### config.mk
export PLATFORM = sky130hd
export DESIGN_NAME = dbg_spr_bridge
export DESIGN_NICKNAME = d
export VERILOG_FILES = /design/src/rtl/dsb_pkg.sv /design/src/rtl/dsb_decode.sv /design/src/rtl/dsb_page_reg.sv /design/src/rtl/dsb_spr_port.sv /design/src/rtl/dbg_spr_bridge.sv
export SDC_FILE = /design/constraint.sdc
export NUM_CORES = 1
export LEC_CHECK = 0
export CORE_MARGIN = 2
export CORE_UTILIZATION = 42
export CTS_CLUSTER_DIAMETER = 80
export DETAILED_ROUTE_END_ITERATION = 12
export PLACE_DENSITY = 0.84
export RECOVER_POWER = 50
export SLEW_MARGIN = 40
export SYNTH_ARGS = -nofsm -noshare
export SYNTH_HDL_FRONTEND = slang
export SYNTH_HIERARCHICAL = 1
export SYNTH_SLANG_ARGS = --single-unit
### constraint.sdc
create_clock -name clk -period 2.85 [get_ports clk]
set_input_delay 0.7125 -clock clk [delete_from_list [all_inputs] [get_ports clk]]
set_output_delay 0.7125 -clock clk [all_outputs]
set_load 0.02 [all_outputs]
### src/rtl/dsb_pkg.sv
package dsb_pkg;
  typedef enum logic [1:0] {
    ACC_SPR  = 2'd0,
    ACC_PAGE = 2'd1,
    ACC_NONE = 2'd2
  } acc_kind_e;
endpackage

### src/rtl/dsb_decode.sv
module dsb_decode
  import dsb_pkg::*;
#(
  parameter int DADDR_W = 16,
  parameter logic [DADDR_W-1:0] PAGE_ADDR = 16'h0100,
  localparam int WIN_W = DADDR_W - 1
) (
  input  logic [DADDR_W-1:0] addr,
  output acc_kind_e          kind,
  output logic [WIN_W-1:0]   offset
);
  // With the top bit set, dropping it equals subtracting the window base.
  assign offset = addr[WIN_W-1:0];

  always_comb begin
    if (addr[DADDR_W-1])
      kind = ACC_SPR;
    else if (addr == PAGE_ADDR)
      kind = ACC_PAGE;
    else
      kind = ACC_NONE;
  end
endmodule

### src/rtl/dsb_page_reg.sv
module dsb_page_reg #(
  parameter int UPPER_W = 1
) (
  input  logic               clk,
  input  logic               rst,
  input  logic               we,
  input  logic [UPPER_W-1:0] wval,
  output logic [UPPER_W-1:0] q
);
  always_ff @(posedge clk) begin
    if (rst)
      q <= '0;
    else if (we)
      q <= wval;
  end

  AST_PAGE_HOLD: assert property (@(posedge clk) disable iff (rst)
    !we |=> $stable(q));
endmodule

### src/rtl/dsb_spr_port.sv
module dsb_spr_port #(
  parameter int SPR_AW = 16,
  parameter int DATA_W = 32
) (
  input  logic              clk,
  input  logic              rst,
  input  logic              start,
  input  logic              start_we,
  input  logic [SPR_AW-1:0] start_addr,
  input  logic [DATA_W-1:0] start_wdata,
  output logic              busy,
  output logic              spr_req,
  output logic              spr_we,
  output logic [SPR_AW-1:0] spr_addr,
  output logic [DATA_W-1:0] spr_wdata,
  input  logic              spr_ack,
  input  logic [DATA_W-1:0] spr_rdata,
  output logic              finish,
  output logic [DATA_W-1:0] finish_rdata
);
  assign busy         = spr_req;
  assign finish       = spr_req & spr_ack;
  assign finish_rdata = spr_we ? '0 : spr_rdata;

  always_ff @(posedge clk) begin
    if (rst) begin
      spr_req   <= 1'b0;
      spr_we    <= 1'b0;
      spr_addr  <= '0;
      spr_wdata <= '0;
    end else if (!spr_req) begin
      if (start) begin
        spr_req   <= 1'b1;
        spr_we    <= start_we;
        spr_addr  <= start_addr;
        spr_wdata <= start_wdata;
      end
    end else if (spr_ack) begin
      spr_req <= 1'b0;
    end
  end

  AST_REQ_HOLD: assert property (@(posedge clk) disable iff (rst)
    spr_req && !spr_ack |=> spr_req && $stable(spr_addr)
                            && $stable(spr_we) && $stable(spr_wdata));
  AST_REQ_DROP: assert property (@(posedge clk) disable iff (rst)
    spr_req && spr_ack |=> !spr_req);
endmodule

### src/rtl/dbg_spr_bridge.sv
module dbg_spr_bridge
  import dsb_pkg::*;
#(
  parameter int DADDR_W = 16,
  parameter int DATA_W  = 32,
  parameter int UPPER_W = 1,
  parameter logic [DADDR_W-1:0] PAGE_ADDR = 16'h0100,
  localparam int WIN_W  = DADDR_W - 1,
  localparam int SPR_AW = WIN_W + UPPER_W
) (
  input  logic              clk,
  input  logic              rst,
  input  logic              dbg_req_valid,
  output logic              dbg_req_ready,
  input  logic              dbg_req_write,
  input  logic [DADDR_W-1:0] dbg_req_addr,
  input  logic [DATA_W-1:0] dbg_req_wdata,
  output logic              dbg_rsp_valid,
  output logic [DATA_W-1:0] dbg_rsp_rdata,
  output logic              dbg_rsp_err,
  output logic              spr_req,
  output logic              spr_we,
  output logic [SPR_AW-1:0] spr_addr,
  output logic [DATA_W-1:0] spr_wdata,
  input  logic              spr_ack,
  input  logic [DATA_W-1:0] spr_rdata
);
  acc_kind_e          kind;
  logic [WIN_W-1:0]   offset;
  logic [UPPER_W-1:0] page_q;
  logic               busy;
  logic               accept;
  logic               finish;
  logic [DATA_W-1:0]  finish_rdata;

  dsb_decode #(.DADDR_W(DADDR_W), .PAGE_ADDR(PAGE_ADDR)) u_dec (
    .addr   (dbg_req_addr),
    .kind   (kind),
    .offset (offset)
  );

  assign dbg_req_ready = ~busy;
  assign accept        = dbg_req_valid & dbg_req_ready;

  dsb_page_reg #(.UPPER_W(UPPER_W)) u_page (
    .clk  (clk),
    .rst  (rst),
    .we   (accept && kind == ACC_PAGE && dbg_req_write),
    .wval (dbg_req_wdata[UPPER_W-1:0]),
    .q    (page_q)
  );

  dsb_spr_port #(.SPR_AW(SPR_AW), .DATA_W(DATA_W)) u_port (
    .clk          (clk),
    .rst          (rst),
    .start        (accept && kind == ACC_SPR),
    .start_we     (dbg_req_write),
    .start_addr   ({page_q, offset}),
    .start_wdata  (dbg_req_wdata),
    .busy         (busy),
    .spr_req      (spr_req),
    .spr_we       (spr_we),
    .spr_addr     (spr_addr),
    .spr_wdata    (spr_wdata),
    .spr_ack      (spr_ack),
    .spr_rdata    (spr_rdata),
    .finish       (finish),
    .finish_rdata (finish_rdata)
  );

  // Completions from the SPR port and local accepts never coincide:
  // an accept needs ready, which is low for as long as the port is busy.
  always_ff @(posedge clk) begin
    if (rst) begin
      dbg_rsp_valid <= 1'b0;
      dbg_rsp_err   <= 1'b0;
      dbg_rsp_rdata <= '0;
    end else begin
      dbg_rsp_valid <= finish | (accept && kind != ACC_SPR);
      dbg_rsp_err   <= accept && kind == ACC_NONE;
      if (finish)
        dbg_rsp_rdata <= finish_rdata;
      else if (accept && kind == ACC_PAGE && !dbg_req_write)
        dbg_rsp_rdata <= DATA_W'(page_q);
      else
        dbg_rsp_rdata <= '0;
    end
  end

  AST_BUSY_BLOCKS: assert property (@(posedge clk) disable iff (rst)
    spr_req |-> !dbg_req_ready);
  AST_ACK_GIVES_RSP: assert property (@(posedge clk) disable iff (rst)
    spr_req && spr_ack |=> dbg_rsp_valid && !dbg_rsp_err);
  AST_ERR_HAS_VALID: assert property (@(posedge clk) disable iff (rst)
    dbg_rsp_err |-> dbg_rsp_valid);
  AST_STRAY_ACK: assert property (@(posedge clk) disable iff (rst)
    !spr_req && !(dbg_req_valid && dbg_req_ready) |=> !dbg_rsp_valid);
  AST_PAGE_BITS: assert property (@(posedge clk) disable iff (rst)
    spr_req |-> spr_addr[SPR_AW-1 -: UPPER_W] == page_q);
endmodule

==> results of run 1 <==
## cell usage after synthesis, types with 2 or more instances
cell type  number
o21ai_0        25
clkbuf_2        6
nor2_1          2
buf_6           7
buf_4          16
nand4bb_1      49
nor4b_1         2
nor4_1          3
and2_2          6
nand2b_1       49
dfxtp_1        85
inv_1           2
and2_1         27
o21ai_2        10
clkbuf_1       16
o21ai_1        14
nor2b_1        32
## flip-flops by register name, summed over array words and instances (netlist names)
register	count
dbg_rsp_rdata	32
u_port/spr_wdata	32
u_port/spr_addr	16
dbg_rsp_err	1
dbg_rsp_valid	1
u_page/q	1
u_port/busy	1
u_port/spr_we	1
## power by group
group	internal, mW	leakage [nW]	switching [mW]
clock network	0.392	0.0929	0.419
registers	1.23	0.691	0.0237
logic	0.258	1.32	0.199
total	1.88	2.10	0.642
## area by class of cell
type	instances	area, sq um	share of cell area
clock buffer	14	172.7	0.03119
clock inverter	2	16.27	0.002939
tap	108	135.1	0.02441
sequential	85	1702	0.3074
timing repair buffer	177	1772	0.3201
inverter	2	7.507	0.001356
multi-input combinational	232	1730	0.3126
## worst paths after layout
path,endpoint,slack (ps),cells after the start
setup / recovery,u_port/spr_wdata[19],290,7
hold reg to reg,u_port/spr_addr[12],470,2
hold / removal,u_port/spr_addr[12],470,2
setup reg to reg,dbg_rsp_rdata[11],870,4
## cell families (layout without fill, tap and decap cells)
group / count (synthesis) / after routing / share of synthesized area
multiplexers: 1 / 1 / 0.002664
AO/OA/AOI/OAI: 53 / 53 / 0.08358
buffers and inverters: 50 / 195 / 0.08658
flip-flops: 85 / 85 / 0.4529
AND/OR/NAND/NOR: 178 / 178 / 0.3743
## metrics by stage
step,hold slack [ps],utilization
3_3_place_gp,452.6,0.6166
3_5_place_dp,455.8,0.6166
5_1_grt,485.7,0.6378
2_1_floorplan,474.5,-
6_report,466.5,0.6378
4_1_cts,471.7,0.6384
## worst reg2reg max path: stages, from the launching register on
cell and delay [ps]:
dfxtp_1 520, and2_0 330, inv_1 100, nor2_2 700
and2_2 270
## metal layers
layer / share of wire / wire length, um / vias to the layer above / track usage
li1: - / - / 1515 / -
met1: 0.44 / 4230 / 1462 / 0.2421
met2: 0.49 / 4747 / 110 / 0.3276
met3: 0.054 / 523 / 13 / 0.04184
met4: 0.020 / 192 / 0 / 0.07060
met5: 0 / 0 / - / 0
==> results by group, run 1 <==
Hold path
  • Hold_sp: u_port/spr_addr[12]
  • Worst Hold Class: reg -> reg

Setup path
  • CP required: roughly 3100 ps
  • CP delay by family, top: simple AND/OR/NAND/NOR gates
  • Critical Path End Type: register
  • CP arrival: between 2000 and 3000 ps
  • Reg2reg start: u_port/busy
  • CP peak stage delay: 470 ps
  • Worst setup path start: dbg_req_addr[11]
  • Slowest stage cell, crit path: nor4_1
  • Crit path kind: in -> reg
  • CP Launch Type: input pin
  • Worst path cell trace: clkdlybuf4s50_1 > nor4_1 > a41oi_1 > nor3_2 > buf_4 > nand4bb_1 > o21ai_0
  • CP max FO: 34
  • Crit path buffers/inverters: 2

Global route
  • First-pass GRT wire length: 15.26 mm
  • Antenna violations before repair: 0
  • Vias in the first global route: about 3.0k
  • Global-route usage over all layers: 0.1932
  • Pin count of the biggest net entering global routing: 63
  • Grt ovf: 0

Timing
  • Period utilization: 0.8973
  • Final Hold Vio Count: 0
  • Worst slew pin tran: approximately 880 ps
  • RSZ-0062 raised after global routing: no
  • Final setup viols: 0
  • Final setup TNS: 0 ps
  • Worst Skew: 12.75 ps
  • Max-slew violation count: 0
  • Final min period: 2557 ps
  • Max Clock Freq: roughly 400 MHz
  • Setup WS post-layout: roughly 300 ps
  • Slew headroom: 0.4113

Logic synthesis
  • Ys flop type: dfxtp_1
  • Sequential area share after synthesis: 0.4529
  • Syn avg cell area: 10.24 sq um
  • Yosys warnings: 6
  • Synth area leader: dfxtp_1
  • Post-Synthesis Net Count: 452
  • Synth async-reset ratio: 0
  • Mapped Cells: 367
  • Synth cell types: 33
  • Synth Cell Area: between 3000 and 4000 sq um
  • Seq cells post-synth: 85
  • Top cells by area, synth: dfxtp_1 (45%), nand4bb_1 (15%), nand2b_1 (8.2%)
  • Post-synth EDFFs: 0
  • Top-area cell type share of the netlist area: 0.4529

Cells and area
  • Most common cell after layout, fill and taps aside: clkdlybuf4s50_1
  • Layout area overhead: 47.32%
  • Fin cells: 620
  • Fraction of layout cells with a size suffix above 1: 0.09180
  • Layout net count: 592
  • Commonest non-fill, non-tap cells in the layout: clkdlybuf4s50_1 (113), dfxtp_1 (85), dlygate4sd3_1 (55)
  • Final Cell Area: 5535 sq um
  • Fillers: 702
  • Inserted Diodes: 0

Floorplan
  • Core area: 8678 sq um
  • Chip width: 98.59 um
  • Rows: 34
  • # IOs: 170
  • Initial core utilization: 0.4330
  • Die area: roughly 9700 sq um
  • Die Ht: 98.59 um

Route
  • Via-to-Cell Ratio: ~5
  • Post-route ant nets: 0
  • Initial DRC count: 77
  • Total wire length: 9.693 mm
  • Wirelength per Cell: 15.63 um
  • Via Count: approximately 3.1k
  • Post-route DRC: 0
  • Detailed Routing Iterations Pass 1: 4

Power and ir drop
  • Pwr/cell area: 455.8 nW/um^2
  • IR drop worst, VDD: 0.2424 mV
  • Static Leak: 2.104 nW
  • Final Total Pwr: 2.523 mW

Placed design
  • PortBufs: 169
  • Pre-CTS setup slack: -9.232 ps
  • Placed Area: 5351 sq um
  • Inst Count DP: 604
  • Routability cong.: 0.7559
  • HPWL after DPL: 6.886 mm

Clocking
  • Hold_buf cts: 0
  • Total CTS buffers: 9
  • Clk slew on worst S/H paths: about 90 ps
  • TritonCTS clock tree: built
  • Post-CTS Resized: 0
  • Clock root cell: clkbuf_8
  • Clk sink count: 85
  • Setup bufs post-CTS: 0
  • CTS H-tree depth: 3
  • Deepest clock path buffer count: 2
  • Clk_lat worst skew: 340 ps

Status
  • Outcome: finished clean

Job
  • Maxcap violations: 0
No activity file was read; power rests on OpenSTA's default activity.
==> run 2, diff against run 1 <==
Settings changed: ABC_AREA set to 1, CORE_UTILIZATION 42 to 43, CTS_BUF_LIST set to sky130_fd_sc_hd__clkbuf_4, PLACE_DENSITY 0.84 to 0.86.
==> run 2 against run 1 <==
  * Hold slack better by 26 ps
  * Area after synthesis down 0.27%
  * Die area is 2.5% lower
  * Flip-flop and latch count unchanged
  * Utilization fell by 0.58 points
  * First-iteration DRC count rose by 29%
  * Global-route usage increased by 0.48 points
  * Clock skew decreased by 3.5 ps
==> results by group, run 2 <==
Placed design
  • Routability cong.: 0.7849 (was 0.7559)
  • HPWL after DPL: 6.891 mm (was 6.886 mm)
  • PortBufs: 169 (unchanged)
  • Inst Count DP: 792 (was 604)

Power and ir drop
  • Pwr/cell area: 461.0 nW/um^2 (was 455.8 nW/um^2)
  • Logic pwr share: 0.226 (was 0.181)
  • Static Leak: 2.801 nW (was 2.104 nW)
  • Clock group share of total power: 0.262 (was 0.321)
  • P_sw: 0.7082 mW (was 0.6417 mW)
  • Reg power frac: 0.512 (was 0.497)
  • Cell-internal power: 1.795 mW (was 1.881 mW)
  • Sw Ratio: 0.2829 (was 0.2543)
  • IR drop worst, VDD: 0.2984 mV (was 0.2424 mV)

Floorplan
  • Chip width: 97.35 um (was 98.59 um)
  • Die Ht: 97.35 um (was 98.59 um)
  • Die area: 9477 sq um (was 9719 sq um)
  • Initial core utilization: 0.4361 (was 0.4330)
  • # IOs: 170 (unchanged)
  • Rows: 34 (unchanged)
  • Core area: 8593 sq um (was 8678 sq um)

Setup path
  • CP Launch Type: register (was input pin)
  • Cells on worst reg2reg path: 8 (was 4)
  • Levels on crit path: 2 (was 7)
  • CP peak stage delay: 560 ps (was 470 ps)
  • Slowest stage cell, crit path: clkdlybuf4s50_1 (was nor4_1)
  • Worst path cell trace: inv_1 > clkdlybuf4s50_1 (was clkdlybuf4s50_1 > nor4_1 > a41oi_1 > nor3_2 > buf_4 > nand4bb_1 > o21ai_0)
  • CP delay by family, top: buffers and inverters (was simple AND/OR/NAND/NOR gates)
  • CP required: 2140 ps (was 3110 ps)
  • Critical Path End Type: output pin (was register)
  • CP max FO: 6 (was 34)
  • Crit path kind: reg -> out (was in -> reg)
  • CP arrival: 1590 ps (was 2810 ps)
  • Crit path buffers/inverters: 2 (unchanged)

Route
  • Detailed Routing Iterations Pass 1: 4 (unchanged)
  • Wirelength per Cell: 11.48 um (was 15.63 um)
  • Post-route DRC: 0 (unchanged)
  • Total wire length: 9.261 mm (was 9.693 mm)
  • Via Count: 3555 (was 3100)
  • Via-to-Cell Ratio: 4.405 (was 5.000)
  • Post-route ant nets: 0 (unchanged)
  • Initial DRC count: 99 (was 77)

Cells and area
  • Layout area overhead: 44.94% (was 47.32%)
  • Fin cells: 807 (was 620)
  • Fraction of layout cells with a size suffix above 1: 0.05007 (was 0.09180)
  • Inserted Diodes: 0 (unchanged)
  • Most common cell after layout, fill and taps aside: nor2_1 (was clkdlybuf4s50_1)
  • Layout net count: 780 (was 592)
  • Commonest non-fill, non-tap cells in the layout: nor2_1 (167), inv_1 (122), clkdlybuf4s50_1 (117) (was clkdlybuf4s50_1 (113), dfxtp_1 (85), dlygate4sd3_1 (55))
  • Largest regs: dbg_rsp_rdata: 32 flops, u_port/spr_wdata: 32 flops, u_port/spr_addr: 16 flops (unchanged)

Status
  • Outcome: finished clean (unchanged)

Logic synthesis
  • Yosys warnings: 6 (unchanged)
  • Post-Synthesis Net Count: 639 (was 452)
  • Syn avg cell area: 6.764 sq um (was 10.24 sq um)
  • Most common cell in the netlist: nor2_1 (was dfxtp_1)
  • Synth area leader: dfxtp_1 (unchanged)
  • Post-synth EDFFs: 0 (unchanged)
  • Sequential area share after synthesis: 0.4541 (was 0.4529)
  • Synth async-reset ratio: 0 (unchanged)
  • Synth cell types: 19 (was 33)
  • Top cells by area, synth: dfxtp_1 (45%), nor2_1 (15%), inv_1 (12%) (was dfxtp_1 (45%), nand4bb_1 (15%), nand2b_1 (8.2%))
  • Synth Cell Area: 3747 sq um (was 3757 sq um)
  • Synth cell count leaders: nor2_1 (147), inv_1 (121), dfxtp_1 (85) (was dfxtp_1 (85), nand2b_1 (49), nand4bb_1 (49))
  • Ys flop type: dfxtp_1 (unchanged)
  • Top-area cell type share of the netlist area: 0.4541 (was 0.4529)
  • Seq cells post-synth: 85 (unchanged)
  • Mapped Cells: 554 (was 367)

Global route
  • Antenna violations before repair: 0 (unchanged)
  • Grt ovf: 0 (unchanged)
  • Vias in the first global route: 3488 (was 3026)
  • First-pass GRT wire length: 15.44 mm (was 15.26 mm)
  • Global-route usage over all layers: 0.1980 (was 0.1932)
  • Pin count of the biggest net entering global routing: 50 (was 63)

Clocking
  • Post-CTS Resized: 0 (unchanged)
  • Hold_buf cts: 0 (unchanged)
  • TritonCTS clock tree: built (unchanged)
  • Clock root cell: clkbuf_4 (was clkbuf_8)
  • CTS H-tree depth: 3 (unchanged)
  • Clk slew on worst S/H paths: 120 ps (was 90 ps)
  • Deepest clock path buffer count: 2 (unchanged)
  • Clk sink count: 85 (unchanged)
  • Clk_lat worst skew: 410 ps (was 340 ps)
  • Setup bufs post-CTS: 0 (unchanged)
  • Total CTS buffers: 9 (unchanged)

Timing
  • RSZ-0062 raised after global routing: no (unchanged)
  • Final min period: 2303 ps (was 2557 ps)
  • Slew headroom: 0.4542 (was 0.4113)
  • Final Hold Vio Count: 0 (unchanged)
  • Final setup TNS: 0 ps (unchanged)
  • Max Clock Freq: 434.2 MHz (was 391.0 MHz)
  • Final setup viols: 0 (unchanged)
  • Worst slew pin tran: 817.5 ps (was 882.0 ps)
  • Period utilization: 0.8082 (was 0.8973)
  • Max-slew violation count: 0 (unchanged)
  • Worst Skew: 9.284 ps (was 12.75 ps)

Job
  • Maxcap violations: 0 (unchanged)

Hold path
  • Worst Hold Class: reg -> reg (unchanged)
  • WHS Path Cells: 2 (unchanged)
[run 2: changes by cell type in the layout (fill, tap and decap cells not counted), moves of 12 or more]
| cell | before | now |
|---|---|---|
| nor2_1 | 2 | 167 |
| inv_1 | 2 | 122 |
| nand2_1 | 0 | 65 |
| nand3_1 | 0 | 50 |
| nand2b_1 | 49 | 0 |
| nand4bb_1 | 49 | 0 |
| nor2b_1 | 32 | 0 |
| o21ai_0 | 25 | 1 |
| and2_1 | 18 | 0 |
| o21ai_1 | 14 | 0 |
| clkbuf_8 | 12 | 0 |
[run 2: cell type report]
class                      instances  area (sq um)
clock buffer                      10         75.07
clock inverter                     5         52.55
fill                             773          3162
inverter                         125         469.2
multi-input combinational        300          1244
sequential                        85          1702
tap                              108         135.1
timing repair buffer             174          1754
[run 2: stage by stage]
| stage | setup WS [ps] | instance area [sq um] | total power, mW | util | hold slack (ps) |
|---|---|---|---|---|---|
| final | 546.7 | 5431 | 2.504 | 0.6321 | 492.5 |
| after global routing | 433.3 | 5431 | 2.636 | 0.6321 | 511.6 |
| after CTS | 520.1 | 5484 | 2.544 | 0.6382 | 496.0 |
| after detailed placement | 248.4 | 5356 | 1.895 | 0.6233 | 475.3 |
| after global placement | 363.4 | 5356 | 1.879 | 0.6233 | 464.4 |
| after floorplan | 859.0 | 3747 | 1.624 | - | 487.6 |
[run 2: power groups by stage]
stage	registers (mW)	logic, mW	clock network (mW)
CTS	1.28	0.587	0.674
floorplan	1.38	0.244	0
finish	1.28	0.567	0.656
detailed placement	1.31	0.585	0
global route	1.29	0.624	0.723
global placement	1.31	0.571	0
[run 2: worst paths after layout]
kind / from / end / slack, ps
worst min register to register: u_port/spr_wdata[14] / u_port/spr_wdata[14] / 490
worst max-delay path: u_port/busy / dbg_req_ready / 550
worst max register to register: u_port/busy / u_port/spr_wdata[13] / 1260
worst min-delay path: u_port/spr_wdata[14] / u_port/spr_wdata[14] / 490
[run 2: routing by layer]
layer  global-route usage  share of wire  vias up
li1                     -              -     1845
met4              0.07799          0.022        0
met3              0.07914           0.10       17
met2               0.3429           0.48      137
met5                    0              0        -
met1               0.2171           0.39     1556
[run 2: worst reg2reg max path, delay by kind of cell, from the launching register on]
family	cells	cell delay, ps
buf+inv	3	440
flops	1	400
simple gates	5	690
[run 2: cell families after synthesis]
logic type             share of synthesized area
AO/OA/AOI/OAI                           0.002669
buffers and inverters                     0.2020
flip-flops                                0.4541
AND/OR/NAND/NOR                           0.3412
